[src/rtl/icx_pkg.sv]
package icx_pkg;

    typedef enum logic [1:0] {
        PRIO_OFF  = 2'b00,
        PRIO_LOW  = 2'b01,
        PRIO_MED  = 2'b10,
        PRIO_HIGH = 2'b11
    } prio_e;

    localparam logic [1:0] ADDR_REQ = 2'd0;
    localparam logic [1:0] ADDR_HI  = 2'd1;
    localparam logic [1:0] ADDR_LO  = 2'd2;
    localparam logic [1:0] ADDR_PIN = 2'd3;

endpackage

[src/rtl/icx_req_next.sv]
// Next value of a pending register: a set wins over a clear on the same bit.
module icx_req_next #(
    parameter int W = 8
) (
    input  logic [W-1:0] cur,
    input  logic [W-1:0] set,
    input  logic [W-1:0] clr,
    output logic [W-1:0] nxt
);
    always_comb begin
        nxt = (cur & ~clr) | set;
    end
endmodule

[src/rtl/icx_prio_pick.sv]
// Picks the pending source with the highest level; lowest index on ties.
module icx_prio_pick #(
    parameter int N  = 8,
    parameter int IW = 3
) (
    input  logic [N-1:0]  pend,
    input  logic [N-1:0]  hi,
    input  logic [N-1:0]  lo,
    output logic          found,
    output logic [IW-1:0] idx
);
    import icx_pkg::*;

    logic [1:0] lvl [N];

    generate
        for (genvar g = 0; g < N; g++) begin : g_lvl
            assign lvl[g] = pend[g] ? {hi[g], lo[g]} : 2'(PRIO_OFF);
        end
    endgenerate

    logic [1:0] best;

    always_comb begin
        best = 2'(PRIO_OFF);
        idx  = '0;
        // Scan from the top index down; ">=" lets a lower index take a tie.
        for (int i = N - 1; i >= 0; i--) begin
            if (lvl[i] != 2'(PRIO_OFF) && lvl[i] >= best) begin
                best = lvl[i];
                idx  = IW'(i);
            end
        end
        found = (best != 2'(PRIO_OFF));
    end
endmodule

[src/rtl/icx_rd_mux.sv]
module icx_rd_mux #(
    parameter int NSRC = 8,
    parameter int NPIN = 4,
    parameter int DW   = 8,
    parameter int AW   = 2
) (
    input  logic [AW-1:0]   addr,
    input  logic [NSRC-1:0] req,
    input  logic [NSRC-1:0] hi,
    input  logic [NSRC-1:0] lo,
    input  logic [NPIN-1:0] pin,
    output logic [DW-1:0]   rdata
);
    import icx_pkg::*;

    always_comb begin
        unique case (addr)
            AW'(ADDR_REQ): rdata = DW'(req);
            AW'(ADDR_HI):  rdata = DW'(hi);
            AW'(ADDR_LO):  rdata = DW'(lo);
            default:       rdata = DW'(pin);
        endcase
    end
endmodule

[src/rtl/icx_ctrl.sv]
module icx_ctrl #(
    parameter int NSRC = 8,
    parameter int NPIN = 4,
    parameter int DW   = 8,
    parameter int AW   = 2,
    localparam int IW  = (NSRC > 1) ? $clog2(NSRC) : 1
) (
    input  logic            clk,
    input  logic            rst_n,
    input  logic            bus_we,
    input  logic [AW-1:0]   bus_addr,
    input  logic [DW-1:0]   bus_wdata,
    output logic [DW-1:0]   bus_rdata,
    input  logic [NSRC-1:0] src_req,
    input  logic [NPIN-1:0] pin_req,
    input  logic            gie,
    input  logic            cpu_ack,
    output logic            cpu_irq,
    output logic [IW-1:0]   cpu_idx
);
    import icx_pkg::*;

    typedef struct packed {
        logic [NSRC-1:0] req;
        logic [NSRC-1:0] hi;
        logic [NSRC-1:0] lo;
        logic [NPIN-1:0] pin;
        logic            irq;
        logic [IW-1:0]   idx;
    } state_t;

    state_t st_d, st_q;

    // Write decode
    logic wr_req_d, wr_hi_d, wr_lo_d, wr_pin_d;
    always_comb begin
        wr_req_d = bus_we && (bus_addr == AW'(ADDR_REQ));
        wr_hi_d  = bus_we && (bus_addr == AW'(ADDR_HI));
        wr_lo_d  = bus_we && (bus_addr == AW'(ADDR_LO));
        wr_pin_d = bus_we && (bus_addr == AW'(ADDR_PIN));
    end

    // Clear masks: software write-one plus acknowledge of the presented source
    logic [NSRC-1:0] ack_mask_d, req_clr_d, req_nxt_d;
    logic [NPIN-1:0] pin_clr_d, pin_nxt_d;
    always_comb begin
        ack_mask_d = (cpu_ack && st_q.irq) ? (NSRC'(1) << st_q.idx) : '0;
        req_clr_d  = (wr_req_d ? bus_wdata[NSRC-1:0] : '0) | ack_mask_d;
        pin_clr_d  = wr_pin_d ? bus_wdata[NPIN-1:0] : '0;
    end

    icx_req_next #(.W(NSRC)) u_req_next (
        .cur (st_q.req),
        .set (src_req),
        .clr (req_clr_d),
        .nxt (req_nxt_d)
    );

    icx_req_next #(.W(NPIN)) u_pin_next (
        .cur (st_q.pin),
        .set (pin_req),
        .clr (pin_clr_d),
        .nxt (pin_nxt_d)
    );

    // Arbitration over the registered state
    logic          pick_found_d;
    logic [IW-1:0] pick_idx_d;

    icx_prio_pick #(.N(NSRC), .IW(IW)) u_pick (
        .pend  (st_q.req),
        .hi    (st_q.hi),
        .lo    (st_q.lo),
        .found (pick_found_d),
        .idx   (pick_idx_d)
    );

    always_comb begin
        st_d     = st_q;
        st_d.req = req_nxt_d;
        st_d.pin = pin_nxt_d;
        if (wr_hi_d) st_d.hi = bus_wdata[NSRC-1:0];
        if (wr_lo_d) st_d.lo = bus_wdata[NSRC-1:0];
        st_d.irq = gie && pick_found_d;
        st_d.idx = (gie && pick_found_d) ? pick_idx_d : '0;
    end

    always_ff @(posedge clk) begin
        if (!rst_n) st_q <= '0;
        else        st_q <= st_d;
    end

    icx_rd_mux #(.NSRC(NSRC), .NPIN(NPIN), .DW(DW), .AW(AW)) u_rd (
        .addr  (bus_addr),
        .req   (st_q.req),
        .hi    (st_q.hi),
        .lo    (st_q.lo),
        .pin   (st_q.pin),
        .rdata (bus_rdata)
    );

    assign cpu_irq = st_q.irq;
    assign cpu_idx = st_q.idx;

    // Internal views for the bound checker
    logic [NSRC-1:0] req_vec, hi_vec, lo_vec;
    assign req_vec = st_q.req;
    assign hi_vec  = st_q.hi;
    assign lo_vec  = st_q.lo;

endmodule

[config.mk]
export PLATFORM = sky130hd
export DESIGN_NAME = icx_ctrl
export DESIGN_NICKNAME = d
export VERILOG_FILES = /design/src/rtl/icx_pkg.sv /design/src/rtl/icx_req_next.sv /design/src/rtl/icx_prio_pick.sv /design/src/rtl/icx_rd_mux.sv /design/src/rtl/icx_ctrl.sv
export SDC_FILE = /design/constraint.sdc
export NUM_CORES = 1
export LEC_CHECK = 0
export BUFFER_PORTS_ARGS = -buffer_cell sky130_fd_sc_hd__buf_2
export CAP_MARGIN = 20
export CORE_MARGIN = 4
export CORE_UTILIZATION = 50
export CTS_CLUSTER_SIZE = 25
export DETAILED_ROUTE_END_ITERATION = 8
export HOLD_SLACK_MARGIN = 0.06
export MAX_ROUTING_LAYER = met4
export PLACE_DENSITY = 0.75
export SYNTH_ARGS = -nofsm -noshare
export SYNTH_HDL_FRONTEND = slang
export SYNTH_SLANG_ARGS = --single-unit
[constraint.sdc]
create_clock -name clk -period 7 [get_ports clk]
set_clock_uncertainty 0.1 [all_clocks]
set_input_delay 1.4 -clock clk [delete_from_list [all_inputs] [get_ports clk]]
set_output_delay 1.4 -clock clk [all_outputs]
set_load 0.01 [all_outputs]
==> results of run 1 <==
-- area by class of cell --
cell class / count / share of cell area [%]
repair buffers: 71 / 15.17
inverters: 6 / 0.7735
clock buffers: 7 / 3.309
well taps: 50 / 2.149
multi-input cells: 201 / 55.35
flip-flops and latches: 32 / 22.22
clock inverters: 1 / 1.031
-- registers in the layout, summed over array words and instances, names as in the netlist --
| name | flops |
|---|---|
| cpu_idx | 3 |
| cpu_irq | 1 |
| hi_vec | 8 |
| lo_vec | 8 |
| req_vec | 8 |
| st_q | 4 |
-- routing by layer --
metal | up-vias | share of wire (%)
met1 | 1001 | 44
met5 | - | 0
met3 | 8 | 5.1
met4 | 0 | 1.4
li1 | 1038 | -
met2 | 56 | 50
-- critical path: cells and delay by family (launching register included) --
kind	cells	cell delay [ns]
muxes	1	0.18
DFF	1	0.32
adders and majority gates	7	1.74
AOI/OAI and AO/OA	14	2.44
buffers and inverters	2	0.16
and+or+nand+nor	14	2.27
-- cell families (layout without fill, tap and decap cells) --
group	Yosys count	after routing	share of synthesized area (%)
AOI/OAI and AO/OA	68	68	21.88
DFF	32	32	30.44
buffers and inverters	18	85	3.745
muxes	17	17	10.46
and+or+nand+nor	107	107	28.12
adders and majority gates	9	9	5.351
-- cell usage in the layout (no fill, tap or decap), types with 3 or more instances in the layout --
cell type and count:
ha_4 5, nor2b_1 23, a21boi_0 8, buf_2 38
buf_4 32, inv_1 4, mux4_2 4, nand2b_4 5
nand3_1 12, nor2_1 5, nand2_1 33, clkbuf_8 7
o21ai_0 10, and3_1 3, nor2_2 4, a22oi_1 6
dfxtp_1 29, ha_1 4, mux2i_1 12, a21oi_2 3
a21oi_1 16
-- timing repair --
action                                  CTS  global route
endpoints found under the setup margin    4             4
hold buffers                              0             0
gates resized for setup                  12            10
buffers inserted                          9             4
pin swaps                                10            17
-- power by group through the flow --
| stage | clock network [mW] | logic [mW] | registers, mW |
|---|---|---|---|
| final | 0.195 | 0.0878 | 0.202 |
| after global routing | 0.205 | 0.0962 | 0.204 |
| after CTS | 0.196 | 0.0826 | 0.202 |
| after detailed placement | 0 | 0.0778 | 0.205 |
| after global placement | 0 | 0.0765 | 0.205 |
| after floorplan | 0 | 0.0514 | 0.203 |
-- per-stage QoR --
step	worst slack, ns	hold WS, ns	power, mW
2_1_floorplan	-0.1130	0.3536	0.2541
3_3_place_gp	-0.1954	0.3739	0.2816
3_5_place_dp	-0.3624	0.3804	0.2832
4_1_cts	-0.1787	0.3940	0.4801
5_1_grt	-0.7460	0.4484	0.5048
6_report	-0.2920	0.3963	0.4846
-- worst max-delay path by stage --
stage                                  to  slack, ns  depth (start not counted)
CTS                 cpu_idx[2]$_SDFF_PP0_      -0.18                         40
global route        cpu_idx[2]$_SDFF_PP0_      -0.75                         39
detailed placement  cpu_idx[2]$_SDFF_PP0_      -0.36                         40
global placement    cpu_idx[2]$_SDFF_PP0_      -0.20                         39
floorplan           cpu_idx[2]$_SDFF_PP0_      -0.11                         39
finish              cpu_idx[2]$_SDFF_PP0_      -0.29                         38
==> metrics.txt, run 1 <==
Slowest-stage cell, CP dfxtp_2; Worst Slack Setup Final -0.2920 ns; # IOs 39; share of cells above drive strength 1 between 40 and 50%; Nets 353; routability cong. ~0.9; Chip Height ~73 um; r2r startpoint hi_vec[6]$_SDFFE_PN0P_; Hold Path Class reg -> reg; post-synthesis cell type with the largest combined area dfxtp_1; gr usage total 23.22%; min cycle time layout roughly 7.3 ns; prevailing post-synth register cell dfxtp_1; Initial DRC Count 135; combined area of the multi-input logic cells 1612 um^2; number of global-route vias before repair ~2,000; H-tree Lvls 2; die area about 5300 um^2; most numerous cell in the Yosys netlist nand2_1; R2R setup slack -0.29 ns; Starting Density a little over half; met1 Usage GRT 31.54%; Post-DRT Antenna Nets 0; synth cell count leaders nand2_1 (35), dfxtp_1 (32), nor2b_1 (23), a21oi_1 (21), mux2i_1 (13); CP most frequent cell nand2b_4; Synth Warn # 0; CP endpoint kind flip-flop; Synth async-reset ratio 0%; Fmax roughly 0.14 GHz; Slew @ Worst Pin 1.020 ns; fin cells 368; Synth area leaders dfxtp_1 (30%), nor2b_1 (6.8%), nand2_1 (6.2%); Max FO, Critical Path 4; Comb power frac roughly 18%; Peak VDD IR 140.8 uV; drt total wl 5.684 mm; Crit Path Category reg -> reg; max_cap viols 0; FILL cells approximately 330; Vias 2,103; FF+latch count, synth 32; Final period util 104.2%; hold_sp lo_vec[2]$_SDFFE_PN0P_; wire length of the first global-routing pass about 9.4 mm; Worst-path clk slew 0.07 ns; Fin. Hold Viols 0; CP required 7.10 ns; switching part of the total between 20% and 30%; clock group share of total power between 40% and 50%; Diodes inserted 0; register area 646.9 um^2; root buffer cell clkbuf_8; busiest grt layer met2; CTS tree built; via-per-instance ratio 5.715; # DRC 0; routed len/inst 15.45 um; die width around 73 um; Clock Latency Late Sink ~0.28 ns; Finish-stage setup viols 4; Syn Inst Count approximately 250; Seq pwr share 41.7%; Port Buf Inserts 38; maximum root-to-sink buffer count 2; internal power 0.3627 mW; Hold Crit Depth 2; gr ovfl total 0; post-route cell area approximately 2900 um^2; Critical Path Max Stage Delay about 0.32 ns; Worst R2R Path Depth 38; antenna violations before repair 0; Pleak 1.283 nW; Post-Place Cells roughly 350; Row Count 23; met2 usage between 30% and 40%; violated checks setup timing; register area share after synthesis 30.44%; Synth Area per Inst about 8.4 um^2; synthesized area approximately 2100 um^2; CP startpoint hi_vec[6]$_SDFFE_PN0P_; P&R area growth vs syn 38.35%; dpl hpwl about 4.1 mm; largest net degree at the start of global routing 30; Slew Viols, Final 0; EDFF count, synth 0; Synth top area share a little under a third; met3 Use GR 3.306%; RSZ-0062 raised after global routing yes; critical path startpoint category flip-flop; syn_nets between 200 and 300; Sink Count 32; core region area 4029 um^2; Placed Area around 2600 um^2; Arr. time, crit path ~7.4 ns; Power Density approximately 170 nW/um^2; Final Util ~72%; RR Endpoint cpu_idx[2]$_SDFF_PP0_; Net Switching 0.1218 mW; setup TNS -0.9580 ns; Hold Path End lo_vec[2]$_SDFFE_PN0P_; Rel. slew slack between 30% and 40%; status complete, but fails checks; post-synth cell types slightly below 50; Num CTS Buffers 5; drt pass-1 iters 4
Power figures use the tool's default switching activity.
==> run 2, diff against run 1 <==
--- a/config.mk
+++ b/config.mk
@@ -8,12 +8,13 @@
 export BUFFER_PORTS_ARGS = -buffer_cell sky130_fd_sc_hd__buf_2
 export CAP_MARGIN = 20
 export CORE_MARGIN = 4
-export CORE_UTILIZATION = 50
+export CORE_UTILIZATION = 52
+export CTS_BUF_LIST = sky130_fd_sc_hd__clkbuf_8
 export CTS_CLUSTER_SIZE = 25
 export DETAILED_ROUTE_END_ITERATION = 8
 export HOLD_SLACK_MARGIN = 0.06
 export MAX_ROUTING_LAYER = met4
-export PLACE_DENSITY = 0.75
+export PLACE_DENSITY = 0.77
 export SYNTH_ARGS = -nofsm -noshare
 export SYNTH_HDL_FRONTEND = slang
 export SYNTH_SLANG_ARGS = --single-unit
==> run 2 against run 1 <==
  * The flow still finishes with violations (setup timing)
  * Combinational power is 1% higher
  * Worst hold slack worse by 0.00067 ns
  * Die area is 3.4% lower
  * Cell area is 2.5% lower
  * Routed wire length is 2.1% higher
  * First-iteration DRC count is 21% higher
  * Highest routed layer unchanged
==> metrics.txt, run 2 (synthesized netlist as in run 1, its figures left out) <==
Hold-fix buffers, CTS 0 (unchanged); # IOs 39 (unchanged); dpl hpwl 4.263 mm (+4.5%); Slew Viols, Final 0 (unchanged); post-place setup slack -0.4803 ns (-0.1179 ns); Peak VDD IR 149.4 uV (+6.1%); gr ovfl total 0 (unchanged); met3 wire len 413 um (+43%); CP endpoint kind flip-flop; Initial DRC Count 164 (+21%); core region area 3771 um^2 (-6.4%); Fmax 0.1379 GHz (+0.55%); Chip Height 71.62 um (-1.7%); Hold WS 0.3957 ns (-0.0006720 ns); Fin. Hold Viols 0 (unchanged); Crit Path Category reg -> reg; Critical Path Max Stage Delay 0.33 ns (about the same); die width 71.62 um (-1.7%); Power Density 154.3 nW/um^2 (-7.3%); maximum root-to-sink buffer count 2 (unchanged); Sink Count 32 (unchanged); Worst Slack Setup Final -0.2525 ns (+0.03954 ns); routed len/inst 15.91 um (+3.0%); gr usage total 24.51% (+1.3 points); Rel. slew slack 35.43% (+3.6 points); drt pass-1 iters 5 (+1); RSZ-0062 raised after global routing yes; metal2 WL 2.839 mm (unchanged); Num CTS Buffers 5 (unchanged); number of global-route vias before repair 2,057 (+2.9%); Pleak 1.253 nW (-2.4%); CP most frequent cell nand2b_4; Final period util 103.6% (-0.56 points); Placed Area 2582 um^2 (+0.19%); critical path startpoint category flip-flop; largest net degree at the start of global routing 30 (unchanged); Max Used Layer met4; met1 wire length 2.528 mm (+2.0%); commonest non-fill, non-tap cell in the layout buf_2; Hold Path Class reg -> reg; CP required 7.10 ns (about the same); status complete, but fails checks; Port Buf Inserts 38 (unchanged); Final Util 75.25% (+3.0 points); commonest non-fill, non-tap cells in the layout buf_2 (38), nand2_1 (34), buf_4 (31), dfxtp_1 (28), nor2b_1 (23); min cycle time layout 7.252 ns (-0.03954 ns); post-route cell area 2838 um^2 (-2.5%); drt total wl 5.806 mm (+2.1%); Max FO, Critical Path 4 (unchanged); Slowest-stage cell, CP dfxtp_2; via-per-instance ratio 5.888 (+3.0%); wire length of the first global-routing pass 9.729 mm (+3.5%); routability cong. 0.8133 (-10%); max_cap viols 0 (unchanged); Row Count 22 (-4.3%); FILL cells 276 (-16%); Worst-path clk slew 0.07 ns (about the same); setup TNS -0.8061 ns (+0.1519 ns); CTS tree built; violated checks setup timing; share of cells above drive strength 1 39.75% (-1.8 points); P&R area growth vs syn 34.84%; Diodes inserted 0 (unchanged); H-tree Lvls 2 (unchanged); die area 5129 um^2 (-3.4%); root buffer cell clkbuf_8; Starting Density 55.81% (+3.6 points); # DRC 0 (unchanged); Finish-stage setup viols 4 (unchanged); Vias 2,149 (+2.2%); antenna violations before repair 0 (unchanged); Nets 352 (-0.28%); Arr. time, crit path 7.35 ns (-0.05 ns); Clock Latency Late Sink 0.29 ns (about the same); Slew @ Worst Pin 0.9665 ns (-0.05319 ns); Post-DRT Antenna Nets 0 (unchanged)
-- run 2: cell types whose count changed in the layout (fill, tap and decap cells not counted), moves of 2 or more --
cell,delta
nor2_1,+3
nor2_2,-3
dfxtp_2,+2
inv_1,+2
nand2_4,-2
-- run 2: cell type report --
cell class | instances | area, um^2 | share of cell area [%]
inverter | 6 | 22.52 | 0.7937
timing repair buffer | 70 | 434.2 | 15.30
sequential | 32 | 645.6 | 22.75
clock inverter | 2 | 7.507 | 0.2646
clock buffer | 6 | 82.58 | 2.910
multi-input combinational | 201 | 1585 | 55.86
tap | 48 | 60.06 | 2.116
-- run 2: critical path, delay by kind of cell (launching register included) --
kind / cells / cell delay [ns]
muxes: 1 / 0.20
adders and majority gates: 7 / 1.84
DFF: 1 / 0.33
AOI/OAI and AO/OA: 13 / 2.00
buffers and inverters: 3 / 0.23
and+or+nand+nor: 16 / 2.44
-- run 2: path summary, 6_finish.rpt --
check | from | to | slack, ns | cells past startpoint
min | lo_vec[2]$_SDFFE_PN0P_ | lo_vec[2]$_SDFFE_PN0P_ | 0.40 | 2
min reg2reg | lo_vec[2]$_SDFFE_PN0P_ | lo_vec[2]$_SDFFE_PN0P_ | 0.40 | 2
max reg2reg | req_vec[6]$_SDFF_PN0_ | cpu_idx[2]$_SDFF_PP0_ | -0.25 | 40
max | req_vec[6]$_SDFF_PN0_ | cpu_idx[2]$_SDFF_PP0_ | -0.25 | 40
-- run 2: where the power goes --
part | internal, mW | switching, mW | leakage [nW] | total [mW]
registers | 0.191 | 0.0104 | 0.264 | 0.202
logic | 0.0463 | 0.0425 | 0.935 | 0.0888
clock network | 0.0773 | 0.0699 | 0.0538 | 0.147
-- run 2: per-stage QoR --
stage | power, mW | instances
floorplan | 0.2541 | 251
global placement | 0.2823 | 346
detailed placement | 0.2846 | 346
CTS | 0.4337 | 361
global route | 0.4550 | 365
finish | 0.4378 | 365
-- run 2: timing repair --
action | CTS | global route
endpoints found under the setup margin | 4 | 4
buffers inserted | 7 | 4
resized for setup | 13 | 3
pin swaps | 8 | 1
-- run 2: per-layer routing --
metal	vias to the layer above	global-route usage, %
li1	1038	-
met1	1017	31.52
met2	90	40.00
met3	4	5.610
met4	0	3.967
met5	-	-
